**src/rtl/bga_pkg.sv**
```systemverilog
package bga_pkg;
  typedef struct packed {
    logic active;
    logic last;
    logic pend;
    logic go;
  } core_stat_t;

  function automatic core_stat_t mask_in_reset(input core_stat_t s, input logic r);
    core_stat_t m;
    m.active = s.active & ~r;
    m.last   = s.last   & ~r;
    m.pend   = s.pend   & ~r;
    m.go     = s.go     & ~r;
    return m;
  endfunction
endpackage

```
**src/rtl/bga_sync.sv**
```systemverilog
module bga_sync #(
  parameter int STAGES = 2
) (
  input  logic clk,
  input  logic d,
  output logic q
);
  logic [STAGES-1:0] chain = '0;

  generate
    for (genvar i = 0; i < STAGES; i++) begin : g_stage
      if (i == 0) begin : g_first
        always_ff @(posedge clk) chain[0] <= d;
      end else begin : g_next
        always_ff @(posedge clk) chain[i] <= chain[i-1];
      end
    end
  endgenerate

  assign q = chain[STAGES-1];
endmodule

```
**src/rtl/bga_grant_ctrl.sv**
```systemverilog
module bga_grant_ctrl (
  input  logic clk,
  input  logic req_sync,
  input  logic busy_mid,
  output logic grant_next,
  output logic grant_q,
  output logic oe_q
);
  logic g_r  = 1'b0;
  logic oe_r = 1'b1;

  always_comb grant_next = req_sync & (g_r | ~busy_mid);

  always_ff @(posedge clk) begin
    g_r  <= grant_next;
    oe_r <= ~grant_next;
  end

  assign grant_q = g_r;
  assign oe_q    = oe_r;
endmodule

```
**src/rtl/bga_halt_ctrl.sv**
```systemverilog
module bga_halt_ctrl (
  input  logic clk,
  input  logic grant_next,
  input  logic pend,
  input  logic go,
  output logic halt_q,
  output logic hung_q
);
  logic halt_r = 1'b0;
  logic hung_r = 1'b0;

  always_ff @(posedge clk) begin
    halt_r <= grant_next & (~go | pend);
    hung_r <= grant_next & pend;
  end

  assign halt_q = halt_r;
  assign hung_q = hung_r;
endmodule

```
**src/rtl/bus_grant_arbiter.sv**
```systemverilog
module bus_grant_arbiter #(
  parameter int SYNC_STAGES = 2
) (
  input  logic clk,
  input  logic rst,
  input  logic bus_req_i,
  input  logic acc_active_i,
  input  logic acc_last_i,
  input  logic acc_pend_i,
  input  logic go_mode_i,
  output logic bus_grant_o,
  output logic grant_hung_o,
  output logic bus_oe_o,
  output logic core_halt_o
);
  import bga_pkg::*;

  core_stat_t raw_stat, stat;
  logic req_sync;
  logic busy_mid;
  logic grant_next;

  always_comb begin
    raw_stat.active = acc_active_i;
    raw_stat.last   = acc_last_i;
    raw_stat.pend   = acc_pend_i;
    raw_stat.go     = go_mode_i;
    stat     = mask_in_reset(raw_stat, rst);
    busy_mid = stat.active & ~stat.last;
  end

  bga_sync #(.STAGES(SYNC_STAGES)) u_sync (
    .clk (clk),
    .d   (bus_req_i),
    .q   (req_sync)
  );

  bga_grant_ctrl u_grant (
    .clk        (clk),
    .req_sync   (req_sync),
    .busy_mid   (busy_mid),
    .grant_next (grant_next),
    .grant_q    (bus_grant_o),
    .oe_q       (bus_oe_o)
  );

  bga_halt_ctrl u_halt (
    .clk        (clk),
    .grant_next (grant_next),
    .pend       (stat.pend),
    .go         (stat.go),
    .halt_q     (core_halt_o),
    .hung_q     (grant_hung_o)
  );
endmodule

```
**config.mk**
```make
export PLATFORM = sky130hd
export DESIGN_NAME = bus_grant_arbiter
export DESIGN_NICKNAME = d
export VERILOG_FILES = /design/src/rtl/bga_pkg.sv /design/src/rtl/bga_sync.sv /design/src/rtl/bga_grant_ctrl.sv /design/src/rtl/bga_halt_ctrl.sv /design/src/rtl/bus_grant_arbiter.sv
export SDC_FILE = /design/constraint.sdc
export NUM_CORES = 1
export LEC_CHECK = 0
export BUFFER_PORTS_ARGS = -buffer_cell sky130_fd_sc_hd__buf_4
export CAP_MARGIN = 10
export CORE_AREA = 2 2 39 41
export CTS_CLUSTER_DIAMETER = 80
export DETAILED_ROUTE_END_ITERATION = 12
export DIE_AREA = 0 0 41 43
export GPL_TIMING_DRIVEN = 0
export PLACE_DENSITY = 0.38
export SLEW_MARGIN = 20
export SYNTH_ARGS = -nofsm -noshare
export SYNTH_HDL_FRONTEND = slang
export SYNTH_SLANG_ARGS = --single-unit
```
**constraint.sdc**
```tcl
create_clock -name clk -period 0.8 [get_ports clk]
set_input_delay 0 -clock clk [delete_from_list [all_inputs] [get_ports clk]]
set_output_delay 0 -clock clk [all_outputs]
set_load 0.01 [all_outputs]
```
Yosys cells after proc, flatten, opt, wreduce, memory -nomap -nowiden
Cells that the tools add are included.
{"block": "totals", "regBits": 6, "elab_cells": 21}
{"block": "classes", "bitwise": 15}
{"operator": "AND 1 bit", "n": 8}
{"operator": "inverter 1 bit", "n": 5}
{"operator": "bitwise OR 1 bit", "n": 2}

Depth between registers and ports, before layout
{"block": "depth", "depth_word": 8, "depth_mapped": 2}

Cells and area by module
From an unflattened synthesis, not the netlist that was laid out.
{"block": "hier_totals", "cells_unflattened": 15, "area_unflattened_um2": 180.2}
{"module": "bga_halt_ctrl", "instances": 1, "cells_per_inst": 5, "area_each_um2": 58.8}
{"module": "bga_grant_ctrl", "instances": 1, "cells_per_inst": 5, "area_each_um2": 56.3}
{"module": "bga_sync", "instances": 1, "cells_per_inst": 2, "area_each_um2": 40.0}
{"module": "bus_grant_arbiter", "instances": 1, "cells_per_inst": 3, "area_each_um2": 25.0}

Worst setup path after synthesis
No wires, ideal clock.
{"block": "synth_timing", "path_type": "flip-flop to flip-flop", "start": "register u_grant.g_r (netlist: u_grant.grant_q)", "end": "register u_halt.hung_r (netlist: u_halt.hung_q)", "setup_ns": 0.129, "arrival_time_ns": 0.673, "required_ns": 0.671, "path_slack_ns": -0.001, "path_stages_with_launch": 3, "synth_period_minus_slack_ns": 0.801, "path_cell_list": "dfxtp_1 > nor4b_4 > nor4bb_1"}
{"block": "synth_via", "elab_chain_cells": 3}
{"item": "from (decl)", "line_no": "bga_grant_ctrl.sv:9", "source": "logic g_r = 1'b0;"}
{"item": "from (signal assigned)", "line_no": "bga_grant_ctrl.sv:15", "source": "g_r <= grant_next;"}
{"item": "bitwise OR 1 bit", "line_no": "bga_grant_ctrl.sv:12", "source": "always_comb grant_next = req_sync & (g_r | ~busy_mid);"}
{"item": "AND 1 bit", "line_no": "bga_grant_ctrl.sv:12"}
{"item": "AND 1 bit", "line_no": "bga_halt_ctrl.sv:14", "source": "hung_r <= grant_next & pend;"}
{"item": "to (signal assigned)", "line_no": "bga_halt_ctrl.sv:14"}
{"item": "to (decl)", "line_no": "bga_halt_ctrl.sv:10", "source": "logic hung_r = 1'b0;"}
No other way between the ends.

Final worst setup path
{"block": "layout_timing", "start": "register u_grant.g_r (netlist: u_grant.grant_q)", "end": "register u_halt.halt_r (netlist: u_halt.halt_q)"}
{"block": "layout_via", "elab_chain_cells": 3}
{"item": "bitwise OR 1 bit", "line_no": "bga_grant_ctrl.sv:12"}
{"item": "AND 1 bit", "line_no": "bga_grant_ctrl.sv:12"}
{"item": "AND 1 bit", "line_no": "bga_halt_ctrl.sv:13", "source": "halt_r <= grant_next & (~go | pend);"}
{"item": "to (signal assigned)", "line_no": "bga_halt_ctrl.sv:13"}
{"item": "to (decl)", "line_no": "bga_halt_ctrl.sv:9", "source": "logic halt_r = 1'b0;"}
No other way between the ends.

==> flow_metrics.env <==
export IMPL_rsz0062_at_grt="true"
export IMPL_hold_path_class="in2reg"
export IMPL_fp_dieW_um=41
export IMPL_power_frac_seq_pct=49.0
export IMPL_p_per_area_nw_per_um2=2082
export IMPL_ioPinCount=11
export IMPL_ys_ff_latch=6
export IMPL_die_h_um=43
export IMPL_worstPathBufferInverterCount=0
export IMPL_cts_sinks=6
export IMPL_start_util_pct=13.11
export IMPL_worstSetupPathDepth=2
export IMPL_drt_total_wl_um=338
export IMPL_fp_row_count=14
export IMPL_dieArea_um2=1763
export IMPL_endpoint_kind="flop"
export IMPL_route_detailed_drc=0
export IMPL_rr_worst_depth=2
export IMPL_synth_top_area_cell="dfxtp_1"
export IMPL_seqCellArea_um2=121.4
export IMPL_drt_iter0_drc=2
export IMPL_layout_nets=36
export IMPL_grt_pass1_vias=144
export IMPL_netlist_instances=12
export IMPL_viasPerCell=3.186
export IMPL_layout_commonest_cell="buf_4"
export IMPL_clockBufferDepth=2
export IMPL_final_cell_mix="buf_4, dfxtp_1, clkbuf_4"
export IMPL_criticalPathCategory="reg2reg"
export IMPL_maxCapViolCount=0
export IMPL_antenna_cells=0
export IMPL_worstSetupStartpointType="flop"
export IMPL_numCtsBuffers=3
export IMPL_htree_levels=1
export IMPL_period_minus_slack_ns=0.8016
export IMPL_cts_tree="done"
export IMPL_crit_chain="nor4b_4, nor3b_1"
export IMPL_r2r_start="u_grant.grant_q$_DFF_P_"
export IMPL_tns_ns=-0.002886
export IMPL_yosysTopAreaCellShare_pct=66.21
export IMPL_drive_gt1_share_pct=55.56
export IMPL_place_congestion=0.5796
export IMPL_switchingPower_uw=128.0
export IMPL_critPathMaxFanout=4
export IMPL_nFillCells=152
export IMPL_yosys_warnings=0
export IMPL_period_share_pct=100.2
export IMPL_clockRootBuffer="clkbuf_4"
export IMPL_layout_setup_ws_ns=-0.001596
export IMPL_insertion_delay_ns=0.24
export IMPL_pre_cts_slack_ns=-0.01154
export IMPL_whs_path_depth=3
export IMPL_core_area_um2=1384
export IMPL_cp_top_family="simple AND/OR/NAND/NOR gates"
export IMPL_cts_clk_slew_worst_paths_ns=0.04
export IMPL_io_buffers=10
export IMPL_syn_avg_cell_area_um2=15.12
export IMPL_synth_seq_area_share_pct=66.21
export IMPL_postCtsSetupRepairBufs=0
export IMPL_antenna_found_initial=0
export IMPL_syn_nets=19
export IMPL_multi_input_area_um2=61.31
export IMPL_grt_ovfl_total=0
export IMPL_synthDistinctLibCells=6
export IMPL_hold_viol_final=0
export IMPL_violations="negative setup slack"
export IMPL_skew_ns=0.001558
export IMPL_final_setup_viol_count=2
export IMPL_max_stage_delay_ns=0.32
export IMPL_synth_area_um2=181.4
export IMPL_intPower_uw=538.8
export IMPL_maxSlewViolCount=0
export IMPL_p_leak_uw=0.0001415
export IMPL_reg2reg_setup_slack_ns=-0.002
export IMPL_vdd_drop_max_mv=1.001
export IMPL_globalRouteTotalUtil_pct=4.724
export IMPL_timing_rr_end="u_halt.halt_q$_DFF_P_"
export IMPL_fmax_mhz=1248
export IMPL_outcome="finished with violations"
export IMPL_p_comb_share_pct=11.3
export IMPL_slowest_stage="dfxtp_2"
export IMPL_worstMarginPinSlew_ns=0.2583
export IMPL_crit_start="u_grant.grant_q$_DFF_P_"
export IMPL_maxSlewHeadroom_pct=82.71
export IMPL_firstDrtPassIters=2
export IMPL_arrival_ns=0.91
export IMPL_total_power_uw=666.8
export IMPL_grt_max_degree=5
export IMPL_wire_per_inst_um=7.860
export IMPL_worst_ep_required_time_ns=0.91
export IMPL_ant_nets=0
export IMPL_grt_first_pass_wirelength_um=489
export IMPL_sw_frac_of_total_pct=19.19
export IMPL_area_growth_pct=76.55
export IMPL_synth_area_leaders="dfxtp_1, nor4b_4, nor3b_1"
export IMPL_crit_end="u_halt.halt_q$_DFF_P_"
export IMPL_clkPwrFrac_pct=39.7
export IMPL_dr_total_vias=137
[per-layer routing]
metal | routed length, um | track usage, % | vias up
met4 | 0 | 2.000 | 0
met5 | 0 | 0 | -
met1 | 148 | 3.871 | 54
li1 | - | - | 73
met2 | 121 | 6.250 | 10
met3 | 68 | 6.283 | 0
[cells by family (layout without fill, tap and decap cells)]
family	Yosys count	count (layout)	synth area share, %
flops	6	6	66.21
simple gates	6	6	33.79
buf+inv	0	15	0
[state kept, by name, summed over array words and instances, names as in the netlist]
name and count:
u_halt.halt_q 1, u_halt.hung_q 1, u_sync.chain 1, u_sync.q 1, u_grant.oe_q 1, u_grant.grant_q 1
[power by group through the flow]
stage	sequential [uW]	clock, uW	combinational [uW]
after CTS	327	282	76.6
after global routing	328	297	81.7
after floorplan	337	0	15.2
final	327	264	75.6
after detailed placement	331	0	68.6
after global placement	331	0	68.5
[metrics by stage]
step | cell area [um^2] | util (%) | hold slack, ns | std cells
2_1_floorplan | 181.4 | - | 0.02772 | 12
3_3_place_gp | 276.5 | 19.98 | 0.1053 | 38
3_5_place_dp | 276.5 | 19.98 | 0.1058 | 38
4_1_cts | 320.3 | 23.15 | 0.02866 | 43
5_1_grt | 320.3 | 23.15 | 0.04084 | 43
6_report | 320.3 | 23.15 | 0.03925 | 43
[area by class of cell]
| type | instances | share of cell area [%] |
|---|---|---|
| Timing Repair Buffer | 12 | 29.69 |
| Multi-Input combinational cell | 6 | 19.14 |
| Tap cell | 16 | 6.250 |
| Clock buffer | 3 | 7.031 |
| Sequential cell | 6 | 37.89 |
[how the worst min path moves through the flow]
stage | startpoint | to | slack [ns]
final | acc_last_i | u_grant.grant_q$_DFF_P_ | 0.04
after detailed placement | bus_req_i | u_sync.chain[0]$_DFF_P_ | 0.11
after global routing | acc_pend_i | u_halt.hung_q$_DFF_P_ | 0.04
after global placement | bus_req_i | u_sync.chain[0]$_DFF_P_ | 0.11
after floorplan | bus_req_i | u_sync.chain[0]$_DFF_P_ | 0.03
after CTS | acc_last_i | u_grant.grant_q$_DFF_P_ | 0.03
[repair_timing]
| item | 4_1_cts | 5_1_grt |
|---|---|---|
| setup endpoints to repair | 4 | 4 |
| endpoints found under the hold margin | 2 | 0 |
| resized for setup | 1 | 0 |
| pin swaps | 0 | 1 |
| hold buffers | 2 | 0 |
[worst register-to-register path, cell delays in order, from the launching register on]
cell,delay [ns]
dfxtp_2,0.32
nor4b_4,0.26
nor3b_1,0.09
[cells in the mapped netlist]
cell type / instances
dfxtp_1: 6
nor3b_1: 2
nand2b_1: 1
nor2b_1: 1
nor4b_4: 1
nor4bb_1: 1
No activity file was read; power rests on OpenSTA's default activity.
